--- src/rtl/tdm_fll_pkg.sv ---
package tdm_fll_pkg;
  function automatic int unsigned cnt_width(int unsigned max_samples);
    return $clog2(max_samples + 1);
  endfunction

  function automatic int unsigned acc_width(int unsigned adc_w, int unsigned max_samples);
    return adc_w + $clog2(max_samples + 1);
  endfunction
endpackage

--- src/rtl/fll_accum.sv ---
module fll_accum #(
  parameter int unsigned ADC_W       = 12,
  parameter int unsigned MAX_SAMPLES = 16,
  parameter int unsigned ACC_W       = tdm_fll_pkg::acc_width(ADC_W, MAX_SAMPLES),
  parameter int unsigned CNT_W       = tdm_fll_pkg::cnt_width(MAX_SAMPLES)
) (
  input  logic                    clk_i,
  input  logic                    rst_ni,
  input  logic                    sample_i,
  input  logic                    eor_i,
  input  logic [ADC_W-1:0]        adc_i,
  output logic signed [ACC_W-1:0] err_o
);
  localparam logic [CNT_W-1:0] CNT_MAX = CNT_W'(MAX_SAMPLES);

  logic [CNT_W-1:0]        cnt_q;
  logic signed [ACC_W-1:0] acc_q;
  logic signed [ACC_W-1:0] adc_ext;

  assign adc_ext = $signed({{(ACC_W-ADC_W){adc_i[ADC_W-1]}}, adc_i});

  always_ff @(posedge clk_i or negedge rst_ni) begin
    if (!rst_ni) begin
      cnt_q <= '0;
      acc_q <= '0;
    end else if (eor_i) begin
      cnt_q <= '0;  // coincident sample dropped
      acc_q <= '0;
    end else if (sample_i && cnt_q < CNT_MAX) begin
      cnt_q <= cnt_q + 1'b1;
      acc_q <= acc_q + adc_ext;
    end
  end

  assign err_o = acc_q;

  assert_sample_cap_R3: assert property (@(posedge clk_i) disable iff (!rst_ni)
    (cnt_q == CNT_MAX && !eor_i) |=> $stable(acc_q));

  assert_cnt_bound_R3: assert property (@(posedge clk_i) disable iff (!rst_ni)
    cnt_q <= CNT_MAX);

  assert_eor_clear_R2: assert property (@(posedge clk_i) disable iff (!rst_ni)
    eor_i |=> (acc_q == '0));
endmodule

--- src/rtl/fll_update.sv ---
module fll_update #(
  parameter int unsigned ACC_W   = 17,
  parameter int unsigned DAC_W   = 14,
  parameter int unsigned GAIN_W  = 8,
  parameter int unsigned SHIFT_W = 4
) (
  input  logic [DAC_W-1:0]        fb_i,
  input  logic signed [ACC_W-1:0] err_i,
  input  logic [GAIN_W-1:0]       gain_i,
  input  logic [SHIFT_W-1:0]      shift_i,
  input  logic                    lock_i,
  output logic [DAC_W-1:0]        fb_o
);
  localparam int unsigned PROD_W = ACC_W + GAIN_W + 1;
  localparam int unsigned SUM_W  = PROD_W + 1;
  localparam logic signed [SUM_W-1:0] CODE_MAX = SUM_W'((64'd1 << DAC_W) - 64'd1);

  logic signed [PROD_W-1:0] err_ext, gain_ext, prod, step;
  logic signed [SUM_W-1:0]  sum;

  assign err_ext  = $signed({{(PROD_W-ACC_W){err_i[ACC_W-1]}}, err_i});
  assign gain_ext = $signed({{(PROD_W-GAIN_W){1'b0}}, gain_i});
  assign prod     = err_ext * gain_ext;
  assign step     = prod >>> shift_i;
  assign sum      = $signed({{(SUM_W-DAC_W){1'b0}}, fb_i}) + $signed({step[PROD_W-1], step});

  always_comb begin
    if (!lock_i)               fb_o = fb_i;
    else if (sum[SUM_W-1])     fb_o = '0;
    else if (sum > CODE_MAX)   fb_o = '1;
    else                       fb_o = sum[DAC_W-1:0];
  end
endmodule

--- src/rtl/fll_lane.sv ---
module fll_lane #(
  parameter int unsigned NUM_ROWS    = 4,
  parameter int unsigned ADC_W       = 12,
  parameter int unsigned DAC_W       = 14,
  parameter int unsigned GAIN_W      = 8,
  parameter int unsigned SHIFT_W     = 4,
  parameter int unsigned MAX_SAMPLES = 16,
  parameter int unsigned ROW_W       = (NUM_ROWS > 1) ? $clog2(NUM_ROWS) : 1,
  parameter int unsigned ACC_W       = tdm_fll_pkg::acc_width(ADC_W, MAX_SAMPLES)
) (
  input  logic                    clk_i,
  input  logic                    rst_ni,
  input  logic [ROW_W-1:0]        row_i,
  input  logic                    sample_i,
  input  logic                    eor_i,
  input  logic [ADC_W-1:0]        adc_i,
  input  logic [NUM_ROWS-1:0]     lock_en_i,
  input  logic [GAIN_W-1:0]       gain_i,
  input  logic [SHIFT_W-1:0]      shift_i,
  output logic [DAC_W-1:0]        dac_o,
  output logic signed [ACC_W-1:0] err_o,
  output logic [DAC_W-1:0]        fb_nxt_o
);
  localparam logic [DAC_W-1:0] MID = DAC_W'(64'd1 << (DAC_W - 1));

  logic [DAC_W-1:0] fb_mem [NUM_ROWS];
  logic [DAC_W-1:0] dac_q;
  logic             lock_sel;

  assign lock_sel = lock_en_i[row_i];

  fll_accum #(
    .ADC_W(ADC_W), .MAX_SAMPLES(MAX_SAMPLES), .ACC_W(ACC_W)
  ) u_accum (
    .clk_i(clk_i), .rst_ni(rst_ni), .sample_i(sample_i), .eor_i(eor_i),
    .adc_i(adc_i), .err_o(err_o)
  );

  fll_update #(
    .ACC_W(ACC_W), .DAC_W(DAC_W), .GAIN_W(GAIN_W), .SHIFT_W(SHIFT_W)
  ) u_update (
    .fb_i(fb_mem[row_i]), .err_i(err_o), .gain_i(gain_i), .shift_i(shift_i),
    .lock_i(lock_sel), .fb_o(fb_nxt_o)
  );

  always_ff @(posedge clk_i or negedge rst_ni) begin
    if (!rst_ni) begin
      for (int r = 0; r < NUM_ROWS; r++) fb_mem[r] <= MID;
      dac_q <= MID;
    end else begin
      if (eor_i) fb_mem[row_i] <= fb_nxt_o;
      dac_q <= fb_mem[row_i];
    end
  end

  assign dac_o = dac_q;

  assert_lock_hold_R6: assert property (@(posedge clk_i) disable iff (!rst_ni)
    (eor_i && !lock_sel) |=> fb_mem[$past(row_i)] == $past(fb_mem[row_i]));

  assert_step_dir_R4: assert property (@(posedge clk_i) disable iff (!rst_ni)
    (eor_i && lock_sel && err_o > 0) |=> fb_mem[$past(row_i)] >= $past(fb_mem[row_i]));
endmodule

--- src/rtl/tdm_row_fll.sv ---
module tdm_row_fll #(
  parameter int unsigned NUM_COLS    = 2,
  parameter int unsigned NUM_ROWS    = 4,
  parameter int unsigned ADC_W       = 12,
  parameter int unsigned DAC_W       = 14,
  parameter int unsigned GAIN_W      = 8,
  parameter int unsigned SHIFT_W     = 4,
  parameter int unsigned MAX_SAMPLES = 16,
  localparam int unsigned ROW_W      = (NUM_ROWS > 1) ? $clog2(NUM_ROWS) : 1,
  localparam int unsigned ACC_W      = tdm_fll_pkg::acc_width(ADC_W, MAX_SAMPLES)
) (
  input  logic                         clk_i,
  input  logic                         rst_ni,
  input  logic [ROW_W-1:0]             row_i,
  input  logic                         sample_i,
  input  logic                         eor_i,
  input  logic [NUM_COLS*ADC_W-1:0]    adc_i,
  input  logic [NUM_ROWS-1:0]          lock_en_i,
  input  logic [GAIN_W-1:0]            gain_i,
  input  logic [SHIFT_W-1:0]           shift_i,
  output logic [NUM_COLS*DAC_W-1:0]    dac_o,
  output logic                         st_valid_o,
  input  logic                         st_ready_i,
  output logic [ROW_W-1:0]             st_row_o,
  output logic [NUM_COLS*ACC_W-1:0]    st_err_o,
  output logic [NUM_COLS*DAC_W-1:0]    st_fb_o
);
  logic [NUM_COLS*ACC_W-1:0] err_all;
  logic [NUM_COLS*DAC_W-1:0] fb_all;

  for (genvar c = 0; c < NUM_COLS; c++) begin : g_col
    logic signed [ACC_W-1:0] err_c;
    fll_lane #(
      .NUM_ROWS(NUM_ROWS), .ADC_W(ADC_W), .DAC_W(DAC_W), .GAIN_W(GAIN_W),
      .SHIFT_W(SHIFT_W), .MAX_SAMPLES(MAX_SAMPLES)
    ) u_lane (
      .clk_i(clk_i), .rst_ni(rst_ni), .row_i(row_i), .sample_i(sample_i),
      .eor_i(eor_i), .adc_i(adc_i[c*ADC_W +: ADC_W]), .lock_en_i(lock_en_i),
      .gain_i(gain_i), .shift_i(shift_i), .dac_o(dac_o[c*DAC_W +: DAC_W]),
      .err_o(err_c), .fb_nxt_o(fb_all[c*DAC_W +: DAC_W])
    );
    assign err_all[c*ACC_W +: ACC_W] = err_c;
  end

  always_ff @(posedge clk_i or negedge rst_ni) begin
    if (!rst_ni) begin
      st_valid_o <= 1'b0;
      st_row_o   <= '0;
      st_err_o   <= '0;
      st_fb_o    <= '0;
    end else if (eor_i) begin
      st_valid_o <= 1'b1;  // newest record wins
      st_row_o   <= row_i;
      st_err_o   <= err_all;
      st_fb_o    <= fb_all;
    end else if (st_ready_i) begin
      st_valid_o <= 1'b0;
    end
  end

  assert_stream_hold_R10: assert property (@(posedge clk_i) disable iff (!rst_ni)
    (st_valid_o && !st_ready_i && !eor_i) |=>
      (st_valid_o && $stable(st_row_o) && $stable(st_err_o) && $stable(st_fb_o)));

  assert_stream_drop_R10: assert property (@(posedge clk_i) disable iff (!rst_ni)
    (st_valid_o && st_ready_i && !eor_i) |=> !st_valid_o);

  assert_record_row_R11: assert property (@(posedge clk_i) disable iff (!rst_ni)
    eor_i |=> (st_valid_o && st_row_o == $past(row_i)));
endmodule

--- config.mk ---
export PLATFORM = sky130hd
export DESIGN_NAME = tdm_row_fll
export DESIGN_NICKNAME = d
export VERILOG_FILES = /design/src/rtl/tdm_fll_pkg.sv /design/src/rtl/fll_accum.sv /design/src/rtl/fll_update.sv /design/src/rtl/fll_lane.sv /design/src/rtl/tdm_row_fll.sv
export SDC_FILE = /design/constraint.sdc
export NUM_CORES = 1
export LEC_CHECK = 0
export ABC_AREA = 1
export ABC_CLOCK_PERIOD_IN_PS = 7700
export BUFFER_PORTS_ARGS = -buffer_cell sky130_fd_sc_hd__buf_2
export CORE_UTILIZATION = 45
export CTS_BUF_LIST = sky130_fd_sc_hd__clkbuf_4
export CTS_CLUSTER_SIZE = 14
export DETAILED_ROUTE_END_ITERATION = 12
export PLACE_DENSITY = 0.62
export SLEW_MARGIN = 25
export SYNTH_ARGS = -nofsm -noshare
export SYNTH_HDL_FRONTEND = slang
export SYNTH_SLANG_ARGS = --single-unit
--- constraint.sdc ---
create_clock -name clk_i -period 7.7 [get_ports clk_i]
set_input_delay 2.31 -clock clk_i [delete_from_list [all_inputs] [get_ports clk_i]]
set_output_delay 2.31 -clock clk_i [all_outputs]
set_load 0.05 [all_outputs]
==> flow_metrics.py <==
metrics = {
    "synthesis": {
        "synthFlopType": "dfrtp_1",
        "synthMuxAreaShare": 0.00486,
        "yosys_warnings": 0,
        "synth_top_family_by_area": "simple AND/OR/NAND/NOR gates",
        "syn-num-nets": 4318,
        "synth_area_mm2": 0.0268,
        "synthXorXnorAreaFrac": 0.0157,
        "synthArstFlopShare": 1.00,
        "yosys.area_share.simple": 0.303,
        "synth_cells": 3885,
        "synth_compound_area_frac": 0.0801,
        "yosysUniqueCellTypes": 48,
        "postSynthAreaPerCell_um2": 6.89,
        "seq_area_frac_synth": 0.233,
        "synth_edf_count": 0,
        "synthAdderAreaFrac": 0.242,
        "synth-seq-cells": 249,
    },
    "placement": {
        "dp_hpwl_um": 60600,
        "routabilityCongestion": 0.942,
        "dp_slack_ns": -2.43,
        "dp_cells": 5057,
        "port-buffer-count": 139,
        "placed_area_mm2": 0.0314,
    },
    "power": {
        "cellPowerDensity_mw_per_mm2": 369,
        "share_seq_of_total_power": 0.152,
        "clockPowerShare": 0.101,
        "total_power_w": 0.0131,
        "switching_share": 0.494,
        "vdd_drop_max_mv": 0.251,
        "internal_power_w": 0.00665,
        "comb_power_share": 0.747,
        "p_sw_w": 0.00649,
        "p_leak_nw": 20.0,
    },
    "sta": {
        "slew-limit-headroom": 0.328,
        "hold_viol": 0,
        "fmax_mhz": 113,
        "slew_violations": 0,
        "timing.final.crit_share": 1.15,
        "fin_setup_tns_ns": -149.83,
        "tightest_slew_ns": 1.00,
        "fin_ws_ns": -1.16,
        "rsz0062_at_grt": "yes",
        "post-route-min-period_ns": 8.86,
        "finClkSkew_ns": 0.102,
        "setup_viol": 140,
    },
    "drt": {
        "drt-pass1-iter-count": 5,
        "drc": 0,
        "vias": 26831,
        "postRouteAntennaNets": 0,
        "wl_per_cell_um": 15.7,
        "routed_wirelength_um": 83000,
        "post_drt_via_cell_ratio": 5.08,
        "drt_iter0_drc": 1738,
    },
    "worst_setup_path": {
        "startpoint_type": "primary input",
        "cp_max_fo": 6,
        "critPathMaxStageDelay_ns": 0.58,
        "cp.arrival_ns": 9.58,
        "critPathCaptureType": "register",
        "cp.required_ns": 8.42,
        "cpMaxStageDelayCell": "fa_2",
        "r2r_start": "g_col[1].u_lane.u_accum.err_o[9]",
        "cp_common_cell": "nand2_2",
        "critPathKind": "primary input to register",
        "crit_start": "gain_i[3]",
    },
    "final_layout": {
        "stdcell_count": 5285,
        "mostFrequentLayoutCell": "nand2_1",
        "drive_above_1_share": 0.303,
        "fin_nets": 4895,
        "syn_to_final_growth_pct": 33.2,
        "fin_area_mm2": 0.0356,
        "final_cell_mix": "nand2_1, inv_1, buf_4, dfrtp_1, fa_1",
        "fillCellCount": 5319,
    },
    "floorplanning": {
        "num_rows": 89,
        "dieArea_mm2": 0.0604,
        "die_w_um": 246,
        "initial_core_util": 0.454,
        "core_mm2": 0.0589,
        "ios": 140,
        "die_h_um": 246,
    },
    "global_routing": {
        "grt_pass1_wl_um": 133000,
        "grt_max_degree": 143,
        "grt_antenna_before_repair": 2,
        "grt_pass1_vias": 26691,
        "grtUsageTotal": 0.275,
        "grt_overflow": 0,
    },
    "clocking": {
        "htree_num_levels": 3,
        "clk_pin_slew_ns": 0.06,
        "clk_path_buf_depth": 3,
        "cts_sinks": 249,
        "tritoncts": "done",
        "cts_inserted_buffers": 71,
        "insertion_delay_ns": 0.88,
        "cts-root-buf": "clkbuf_4",
    },
    "hold_path": {
        "hold_class": "register to register",
        "min-delay-start": "g_col[0].u_lane.fb_mem[27]",
    },
    "run_status": {
        "status": "finished with violations",
        "violations": "setup timing",
    },
    "job": {
        "max-cap-violations": 0,
    },
}
-- cell families (layout without fill, tap and decap cells) --
logic type,count (synthesis),count (layout)
AO/OA/AOI/OAI,377,377
buffers and inverters,843,1466
AND/OR/NAND/NOR,1969,1969
other,0,4
multiplexers,13,13
adder cells (fa/ha/maj),386,386
XOR/XNOR,48,48
flip-flops,249,249
-- area by class of cell --
type,instances,area [um^2],share of cell area
well taps,773,967,0.0271
multi-input cells,2793,19700,0.553
flip-flops and latches,249,6240,0.175
clock buffers,91,683,0.0192
clock inverters,28,250,0.00702
repair buffers,670,5230,0.147
diodes,4,10.0,0.000281
inverters,677,2550,0.0714
-- sequential cells by signal (all words and copies together) (netlist names) --
signal	flops
st_valid_o	1
g_col.u_lane.dac_o	28
g_col.u_lane.u_accum.cnt_q	10
g_col.u_lane.u_accum.err_o	34
st_err_o	34
st_row_o	2
st_fb_o	28
g_col.u_lane.fb_mem	112
-- stage by stage --
stage / utilization / hold slack, ns
after global routing: 0.605 / 0.481
after floorplan: - / 0.434
after detailed placement: 0.533 / 0.458
final: 0.605 / 0.467
after global placement: 0.533 / 0.448
after CTS: 0.578 / 0.468
-- critical path: cells and delay by family --
family	cells	cell delay [ns]
compound gates	7	1.05
fa+ha+maj	7	2.89
buf+inv	13	1.13
mux	1	0.12
simple gates	24	2.07
-- Yosys cell counts (7+ instances only) --
cell / count / area share
nand3b_1: 7 / 0.0020
and2_1: 7 / 0.0016
a22oi_1: 45 / 0.013
xor2_1: 22 / 0.0072
nor2_2: 7 / 0.0016
clkbuf_1: 112 / 0.016
buf_1: 27 / 0.0038
a21oi_1: 92 / 0.017
mux2i_1: 13 / 0.0049
nand2_2: 58 / 0.014
a31oi_1: 14 / 0.0033
fa_1: 220 / 0.16
nor2_1: 119 / 0.017
o211ai_1: 7 / 0.0020
inv_2: 10 / 0.0014
inv_1: 662 / 0.093
buf_2: 20 / 0.0037
o21bai_1: 8 / 0.0022
xnor2_1: 26 / 0.0085
dfrtp_1: 239 / 0.22
nand2_1: 1461 / 0.20
o21ai_1: 8 / 0.0015
o22ai_1: 17 / 0.0040
ha_1: 166 / 0.078
nand3_1: 252 / 0.047
nand4_1: 31 / 0.0072
o21ai_0: 165 / 0.031
nand3_2: 10 / 0.0037
dfstp_2: 10 / 0.0098
-- what timing repair did --
action                     in CTS  in global routing
setup endpoints to repair     140                140
pin swaps                     110                134
buffers inserted               63                 37
gates cloned                    7                  0
resized for setup             255                361
hold buffers                    0                  0
-- layer usage --
layer	vias up	GRT usage	routed length (um)
met3	142	0.0379	4460
met2	726	0.455	39300
met5	-	0	0
met1	12829	0.368	37000
met4	0	0.0950	2140
li1	13134	-	-
-- path summary, 6_finish.rpt --
kind	end	slack [ns]	depth (start not counted)
setup / recovery	st_fb_o[2]	-1.16	52
hold / removal	g_col[0].u_lane.fb_mem[27]	0.47	2
setup reg to reg	g_col[1].u_lane.fb_mem[38]	-0.03	47
hold reg to reg	g_col[0].u_lane.fb_mem[27]	0.47	2
max in group asynchronous	g_col[1].u_lane.u_accum.cnt_q[2]	4.68	2
min in group asynchronous	g_col[0].u_lane.dac_o[6]	1.54	1
-- power by group through the flow --
stage | Combinational [W] | Sequential (W) | Clock [W]
2_1_floorplan | 0.00448 | 0.00245 | 0
3_3_place_gp | 0.00777 | 0.00200 | 0
3_5_place_dp | 0.00783 | 0.00201 | 0
4_1_cts | 0.00875 | 0.00199 | 0.00135
5_1_grt | 0.0108 | 0.00205 | 0.00142
6_report | 0.00982 | 0.00200 | 0.00132
No activity file was read; power rests on OpenSTA's default activity.
